**src/rtl/sync_serial_port.sv**
```systemverilog
module sync_serial_port #(
  parameter int WORD_W   = 16,
  parameter int GAP_BITS = 4,
  parameter int DIV_W    = 8
) (
  input  logic              clk,
  input  logic              rst_n,
  input  logic              cfg_we,
  input  logic [9:0]        cfg_wdata,
  input  logic [DIV_W-1:0]  div_half,
  input  logic [WORD_W-1:0] tx_data,
  input  logic              tx_valid,
  output logic              tx_ready,
  output logic [WORD_W-1:0] rx_data,
  output logic              rx_valid,
  input  logic              rx_ready,
  output logic              underrun,
  input  logic              sck_in,
  output logic              sck_out,
  output logic              sck_oe,
  input  logic              fs_in,
  output logic              fs_out,
  output logic              fs_oe,
  output logic              txd,
  input  logic              rxd
);

  localparam int PER = WORD_W + GAP_BITS;
  localparam int PW  = $clog2(PER);
  localparam logic [PW-1:0] POS_END  = PW'(PER - 1);
  localparam logic [PW-1:0] POS_PRE  = PW'(PER - 2);
  localparam logic [PW-1:0] POS_LAST = PW'(WORD_W - 1);
  localparam logic [PW-1:0] POS_WLEN = PW'(WORD_W);

  logic       en, early_bit, lsb_first, clk_int, sync_int;
  logic [1:0] sync_len;
  logic       unused_cfg;
  assign unused_cfg = ^cfg_wdata[3:1];

  always_ff @(posedge clk or negedge rst_n)
    if (!rst_n) {early_bit, sync_len, lsb_first, clk_int, sync_int, en} <= '0;
    else if (cfg_we) begin
      {early_bit, sync_len, lsb_first, clk_int, sync_int} <= cfg_wdata[9:4];
      en <= cfg_wdata[0];
    end

  wire word_sync = !sync_len[1];
  wire lead      = early_bit & word_sync;

  // bit clock: internal divider or synchronized pin
  logic [DIV_W-1:0] div_cnt;
  logic             sck_q;
  logic [2:0]       sck_sync;
  wire div_hit = ({1'b0, div_cnt} + 1'b1) >= {1'b0, div_half};

  always_ff @(posedge clk or negedge rst_n)
    if (!rst_n) begin
      div_cnt <= '0;
      sck_q   <= 1'b0;
    end else if (!en || !clk_int) begin
      div_cnt <= '0;
      sck_q   <= 1'b0;
    end else if (div_hit) begin
      div_cnt <= '0;
      sck_q   <= !sck_q;
    end else div_cnt <= div_cnt + 1'b1;

  always_ff @(posedge clk or negedge rst_n)
    if (!rst_n) sck_sync <= '0;
    else        sck_sync <= {sck_sync[1:0], sck_in};

  wire rise = en & (clk_int ? (div_hit & !sck_q) : (sck_sync[1] & !sck_sync[2]));
  wire fall = en & (clk_int ? (div_hit &  sck_q) : (!sck_sync[1] & sck_sync[2]));

  // frame position
  logic [PW-1:0] pos;
  logic          armed, live, fs_prev;
  wire at_end      = pos == POS_END;
  wire in_word     = pos < POS_WLEN;
  wire frame_start = rise & at_end & (sync_int | armed);
  wire sync_seen   = fall & !sync_int & fs_in & !fs_prev;

  always_ff @(posedge clk or negedge rst_n)
    if (!rst_n) begin
      pos <= POS_END; armed <= 1'b0; live <= 1'b0; fs_prev <= 1'b0;
    end else if (!en) begin
      pos <= POS_END; armed <= 1'b0; live <= 1'b0;
    end else begin
      if (fall) fs_prev <= fs_in;
      if (sync_seen) begin
        pos   <= lead ? POS_PRE : POS_END;
        armed <= 1'b1;
      end else if (frame_start) begin
        pos   <= '0;
        armed <= 1'b0;
        live  <= 1'b1;
      end else if (rise && !at_end) pos <= pos + 1'b1;
    end

  // transmit path
  logic [WORD_W-1:0] tx_sr, tx_hold;
  logic              tx_full, urun;

  always_ff @(posedge clk or negedge rst_n)
    if (!rst_n) begin
      tx_sr <= '0; tx_hold <= '0; tx_full <= 1'b0; urun <= 1'b0;
    end else begin
      if (frame_start) begin
        tx_sr <= tx_full ? tx_hold : '0;
        if (tx_full) tx_full <= 1'b0;
        else         urun    <= 1'b1;
      end else if (rise) tx_sr <= lsb_first ? (tx_sr >> 1) : (tx_sr << 1);
      if (tx_valid && !tx_full) begin
        tx_hold <= tx_data;
        tx_full <= 1'b1;
      end
    end

  assign txd      = in_word & (lsb_first ? tx_sr[0] : tx_sr[WORD_W-1]);
  assign tx_ready = !tx_full;
  assign underrun = urun;

  // receive path
  logic [WORD_W-1:0] rx_sr, rx_q;
  logic              rx_v;
  wire [WORD_W-1:0] rx_next = lsb_first ? {rxd, rx_sr[WORD_W-1:1]}
                                        : {rx_sr[WORD_W-2:0], rxd};

  always_ff @(posedge clk or negedge rst_n)
    if (!rst_n) begin
      rx_sr <= '0; rx_q <= '0; rx_v <= 1'b0;
    end else begin
      if (rx_v && rx_ready) rx_v <= 1'b0;
      if (fall && in_word) begin
        rx_sr <= rx_next;
        if (pos == POS_LAST) begin
          rx_q <= rx_next;
          rx_v <= 1'b1;
        end
      end
    end

  assign rx_data  = rx_q;
  assign rx_valid = rx_v;

  // pins
  wire fs_word = lead ? ((at_end & live) | (pos < POS_LAST)) : in_word;
  assign fs_out  = en & sync_int & (word_sync ? fs_word : (pos == '0));
  assign fs_oe   = sync_int;
  assign sck_out = sck_q;
  assign sck_oe  = clk_int;

endmodule

```
**config.mk**
```make
export PLATFORM = sky130hd
export DESIGN_NAME = sync_serial_port
export DESIGN_NICKNAME = d
export VERILOG_FILES = /design/src/rtl/sync_serial_port.sv
export SDC_FILE = /design/constraint.sdc
export NUM_CORES = 1
export LEC_CHECK = 0
export ABC_AREA = 1
export BUFFER_PORTS_ARGS = -buffer_cell sky130_fd_sc_hd__buf_2
export CORE_AREA = 2 2 94 96
export DETAILED_ROUTE_END_ITERATION = 6
export DIE_AREA = 0 0 96 98
export HOLD_SLACK_MARGIN = 0.06
export PLACE_DENSITY = 0.77
export REMOVE_ABC_BUFFERS = 1
export SLEW_MARGIN = 20
export SYNTH_ARGS = -nofsm -noshare
export SYNTH_HDL_FRONTEND = slang
export SYNTH_SLANG_ARGS = --single-unit
```
**constraint.sdc**
```tcl
create_clock -name clk -period 2.8 [get_ports clk]
set_input_delay 0.28 -clock clk [delete_from_list [all_inputs] [get_ports clk]]
set_output_delay 0.28 -clock clk [all_outputs]
set_load 0.005 [all_outputs]
```
### Word-level counts from Yosys, hierarchy flattened

Index checks and enable logic that the tools add are counted.

| cells by class | value |
|---|---|
| add/subtract/negate cells | 3 |
| $mul | 0 |
| div/mod/pow operators | 0 |
| order comparisons | 3 |
| equal/unequal tests | 6 |
| shifts and indexed selects | 0 |
| multiplexer cells | 29 |
| bitwise operators | 19 |
| reduce and logical (&&, ||, !) cells | 23 |

Operators by type and width:

| cell | number |
|---|---|
| 16-bit two-way mux | 5 |
| 5-bit two-way mux | 4 |
| 1-bit two-way mux | 18 |
| 1-bit AND | 16 |
| 8-bit two-way mux | 2 |
| 1-bit zero test | 10 |
| 8-bit by 1-bit adder with 9-bit output (second input constant) | 1 |
| 9-bit by 8-bit greater-or-equal comparator with 1-bit output | 1 |
| 8-bit by 1-bit adder with 8-bit output (second input constant) | 1 |
| 2-bit AND reduction | 4 |
| 2-bit nonzero test | 3 |
| 5-bit by 1-bit adder with 5-bit output (second input constant) | 1 |
| 5-bit by 4-bit == test with 1-bit output (second input constant) | 1 |
| 5-bit == test (second input constant) | 1 |
| 5-bit zero test | 1 |
| 5-bit by 4-bit < comparator with 1-bit output (second input constant) | 1 |
| 5-bit < comparator (second input constant) | 1 |
| 1-bit logical AND | 4 |
| 4-bit by 1-bit != test with 1-bit output (second input constant) | 1 |
| 3-bit by 1-bit != test with 1-bit output (second input constant) | 1 |
| 2-bit by 1-bit != test with 1-bit output (second input constant) | 1 |
| 2-bit != test (second input constant) | 1 |
| 1-bit bitwise OR | 2 |
| 1-bit logical OR | 1 |
| 1-bit inverter | 1 |

| storage, ports and cells | value |
|---|---|
| register bits | 94 |
| latch bits | 0 |
| memory bits (writable) | 0 |
| bits in read-only memories | 0 |
| input bits | 42 |
| logic and storage cells | 103 |
| memories | 0 |

### Logic depth before layout (Yosys ltp)

| depth | value |
|---|---|
| word-level depth | 10 |
| mapped depth | 20 |
| gate-level depth less buffers | 19 |

### Worst setup path before layout

OpenSTA, ideal clock, no wires.

| timing path | value |
|---|---|
| path type | register to register |
| from | register div_cnt[0] |
| to | register tx_sr[2] |
| data arrival time | 2.182 ns |
| data required time | 2.680 ns |
| path slack | 0.499 ns |
| cell stages (with the launch flop) | 19 |
| path buffers | 2 |
| period minus slack after synthesis | 2.301 ns |
| cell sequence | dfrtp_1 -> ha_1 -> nand3_2 -> xnor2_1 -> ha_1 -> nand2_1 -> inv_1 -> nand2_1 -> nand3_1 -> nand2_1 -> nand2_1 -> nand2_1 -> nand2_1 -> nand2_1 -> nand2_2 -> buf_4 -> buf_2 -> o21ai_0 -> inv_1 |

| on the way | value |
|---|---|
| cells in the longest elaborated chain, start to end | 8 |

Ends and longest elaborated chain:

| element | line | text |
|---|---|---|
| start, declared | 51 | `logic [DIV_W-1:0] div_cnt;` |
| start signal, assigned | 66 | `end else div_cnt <= div_cnt + 1'b1;` |
| 8-bit by 1-bit adder with 9-bit output (*) | 54 | `wire div_hit = ({1'b0, div_cnt} + 1'b1) >= {1'b0, div_half};` |
| 9-bit by 8-bit greater-or-equal comparator with 1-bit output (*) | 54 |  |
| 1-bit AND (*) | 72 | `wire rise = en & (clk_int ? (div_hit & !sck_q) : (sck_sync[1] & !sck_sync[2]));` |
| 1-bit two-way mux (*) | 72 |  |
| 1-bit AND (*) | 72 |  |
| 1-bit AND (2 in series) | 80 | `wire frame_start = rise & at_end & (sync_int \| armed);` |
| 16-bit two-way mux or 2-bit nonzero test (tied branches) | - |  |
| end signal, assigned | 109 | `tx_sr <= tx_full ? tx_hold : '0;` |
| end signal, assigned | 112 | `end else if (rise) tx_sr <= lsb_first ? (tx_sr >> 1) : (tx_sr << 1);` |
| end, declared | 101 | `logic [WORD_W-1:0] tx_sr, tx_hold;` |

Mark *: on every way between the ends. The rest lies on a longest branch, timed or not.
A chain may end at the register's enable or synchronous reset.

### Worst setup path in the final report

| timing path | value |
|---|---|
| from | register div_cnt[0] |
| to | register pos[1] |

| on the way | value |
|---|---|
| cells in the longest elaborated chain, start to end | 10 |

Ends and longest elaborated chain:

| element | line | text |
|---|---|---|
| 8-bit by 1-bit adder with 9-bit output (*) | 54 |  |
| 9-bit by 8-bit greater-or-equal comparator with 1-bit output (*) | 54 |  |
| 1-bit AND, on equally long branches | 72, 73 |  |
| 1-bit two-way mux, on equally long branches | 72, 73 |  |
| 1-bit AND, on equally long branches | 72, 73 |  |
| 1-bit AND, on equally long branches (2 in series) | 80, 81 |  |
| 5-bit two-way mux or 1-bit AND (tied branches) | 93, 81 |  |
| 5-bit two-way mux | 90 | `if (sync_seen) begin` |
| 5-bit two-way mux | 86 | `end else if (!en) begin` |
| end signal, assigned | 91 | `pos <= lead ? POS_PRE : POS_END;` |
| end signal, assigned | 97 | `end else if (rise && !at_end) pos <= pos + 1'b1;` |
| end, declared | 76 | `logic [PW-1:0] pos;` |

Marked as above.

==> reports/qor.txt <==
Run status: complete, no violations
Sequential element share of the synthesized area: 0.503
Post-synth design cell area: 0.00463 sq mm
Filler Cell Count: 763
Die Height: 98 microns
Multi-input gate area: 0.00192 sq mm
Die boundary width: 96 microns
Number of nets in the layout: 684
DR pass1 iterations: 6
Total DRC errors in the routed layout: 0
TNS Setup: 0 ns
Top-Level Pins: 66
# Max-Cap Violations: 0
Startpoint-to-endpoint class of the critical path: reg2reg
Seq cells post-synth: 93
Overflow left after global routing: 0
Worst min path class: in2reg
Routed WL: 8900 microns
Crit path arrival time: 2.83 ns
Fmax achieved: 391 MHz
GP Congestion: 0.805
Relative max-transition margin: 0.548
Wire per inst: 12.0 microns
Starting density of the core: 0.547
Floorplan Core Area: 0.00847 sq mm
Number of antenna cells inserted: 0
Period utilization: 0.914
Final hold violations: 0
Synth Warn #: 0
Clock tree root buffer cell: clkbuf_8
Unique cell type count in the Yosys netlist: 33
Launching element of the worst setup path: div_cnt[0]
Number of post-CTS setup repair buffers: 0
Leading area contributor after synthesis: dfrtp_1
Number of clock sinks: 93
Hold Worst Slack: 0.100 ns
Commonest cells after routing, fill and taps aside: 192 x nand2_1, 90 x dfrtp_1, 67 x inv_1, 60 x buf_2, 54 x o21ai_0
Most frequent standard cell in the layout excluding fill and tap cells: nand2_1
Leakage power of the design: 0.00280 uW
Clock-pin slew on the worst setup and hold paths: 0.09 ns
FF-to-FF Start: div_cnt[0]
Setup slack of the worst register-to-register path: 0.24 ns
Total power after layout: 3490 uW
Setup repair after global routing missed its margin: yes
H-tree Lvls: 3
Mapped Avg Cell Area: 8.11 sq um
Largest net degree at the start of global routing: 54
Power per cell area: 663 mW/mm^2
Slew at the pin closest to its max-slew limit: 0.677 ns
Number of setup violations in the final report: 0
Via count of the routed design: 3753
Fraction of synthesized cell area taken by the top area cell type: 0.486
Total CTS buffers: 9
Total of buffers placed on input and output ports: 61
DIE AREA: 0.00941 sq mm
Maximum buffer depth of the clock tree: 2
Number of antenna violations at the first check in global routing: 0
Share of cells above drive strength 1: 0.186
Std-Cell Rows: 34
Element type at the critical path end: register
Number of instances in the synthesized netlist: 571
CTS tree: done
Final slew viol count: 0
Worst endpoint required time: 3.07 ns
Critical-path maximum fanout: 8
Area growth syn-to-layout: 13.6%
Launch point of the worst hold path: rx_ready
Detail Placement HPWL: 6450 microns
Top cells by area in the synthesized netlist: dfrtp_1 49%, nand2_1 16%, o21ai_0 5.8%
Global-route wire length before repair: 15100 microns
Final core utilization: 0.622
Vias in the first global route: 3567
GRT Resource Usage Total: 0.200
Post-route clock skew: 0.0170 ns
Shortest period the worst path allows: 2.56 ns
Routed via count divided by cell count: 5.05
Crit path launch type: register
Detailed Route Iter0 Violations: 163
Number of routed nets with antenna violations: 0
Maximum resistive drop on vdd: 0.000421 V
Worst-skew pair later-pin latency: 0.36 ns
Register area: 0.00233 sq mm
-- registers in the layout (all words and copies together) (netlist names) --
register	cells
sck_sync	3
div_cnt	8
underrun	1
rx_sr	16
early_bit	1
live	1
sck_out	1
tx_sr	16
rx_valid	1
sck_oe	1
en	1
rx_data	16
fs_prev	1
tx_full	1
sync_len	1
fs_oe	1
lsb_first	1
armed	1
tx_hold	16
pos	5
-- worst paths after layout --
kind	end	cells after the start
worst max-delay path	pos[1]	14
worst min-delay path	rx_valid	2
worst max register to register	pos[1]	14
worst min register to register	sck_sync[1]	0
max in group asynchronous	pos[1]	3
min in group asynchronous	rx_sr[8]	2
-- synth_stat cells --
| master | number |
|---|---|
| buf_4 | 1 |
| nand2_2 | 4 |
| o211ai_1 | 1 |
| nand3_2 | 1 |
| inv_1 | 67 |
| nand4_1 | 4 |
| nand3b_1 | 2 |
| a31oi_1 | 3 |
| a21oi_1 | 14 |
| o21ai_1 | 11 |
| a31o_1 | 10 |
| buf_6 | 6 |
| nor2_1 | 22 |
| nor4_1 | 1 |
| xnor2_1 | 2 |
| a22oi_1 | 1 |
| nand2_1 | 194 |
| clkbuf_1 | 12 |
| dfstp_2 | 3 |
| mux2_2 | 1 |
| nor2_2 | 2 |
| nor3_2 | 1 |
| nand3_1 | 27 |
| dfrtp_1 | 90 |
| inv_2 | 6 |
| o21bai_1 | 1 |
| xor2_1 | 6 |
| ha_1 | 12 |
| buf_2 | 5 |
| nor3_4 | 1 |
| o21ai_0 | 54 |
| a21oi_4 | 1 |
| a21oi_2 | 5 |
-- timing repair --
action / 4_1_cts / 5_1_grt
resized for setup: 0 / 9
hold buffers: 2 / 0
endpoints found under the hold margin: 53 / 0
endpoints found under the setup margin: 0 / 25
-- cells by family after synthesis --
logic type / after synthesis / synth area share
DFF: 93 / 0.503
and+or+nand+nor: 259 / 0.230
xor gates and xnor gates: 8 / 0.0151
buffers and inverters: 97 / 0.0905
AOI/OAI and AO/OA: 101 / 0.126
muxes: 1 / 0.00243
adders and majority gates: 12 / 0.0324
-- final cells by class --
| class | count | area share |
|---|---|---|
| sequential | 93 | 0.443 |
| multi-input combinational | 381 | 0.365 |
| timing repair buffer | 72 | 0.0799 |
| inverter | 73 | 0.0521 |
| tap | 108 | 0.0257 |
| clock buffer | 9 | 0.0235 |
| clock inverter | 7 | 0.0109 |
-- critical path, cell delays in order (launching register included) --
cell     delay, ns
dfrtp_1       0.41
ha_1          0.22
nand3_2       0.12
nor2_2        0.16
xor2_2        0.19
ha_1          0.27
a21oi_1       0.16
nand2_1       0.06
nand2_1       0.05
nand2_1       0.08
nand2_1       0.13
nand2_4       0.11
a21oi_2       0.19
nand3_1       0.13
o21ai_0       0.20
-- per-layer routing --
metal	up-vias	global-route usage	routed length (microns)
li1	1931	-	-
met1	1755	0.253	4030
met2	55	0.345	4470
met3	12	0.0309	264
met4	0	0.0714	129
met5	-	0	0
-- per-stage QoR --
stage          instance area (sq um)  instances  worst slack (ns)
6_report                        5260        743             0.240
3_5_place_dp                    5020        725             0.161
2_1_floorplan                   4490        547             0.153
4_1_cts                         5220        743             0.121
5_1_grt                         5260        743           -0.0468
3_3_place_gp                    5020        725             0.220
-- where the power goes --
group	leakage, uW	internal, uW	switching (uW)
Clock	0.0000824	332	495
Sequential	0.00114	1670	232
Combinational	0.00158	320	443
Total	0.00280	2320	1170
No activity file was read; power rests on OpenSTA's default activity.
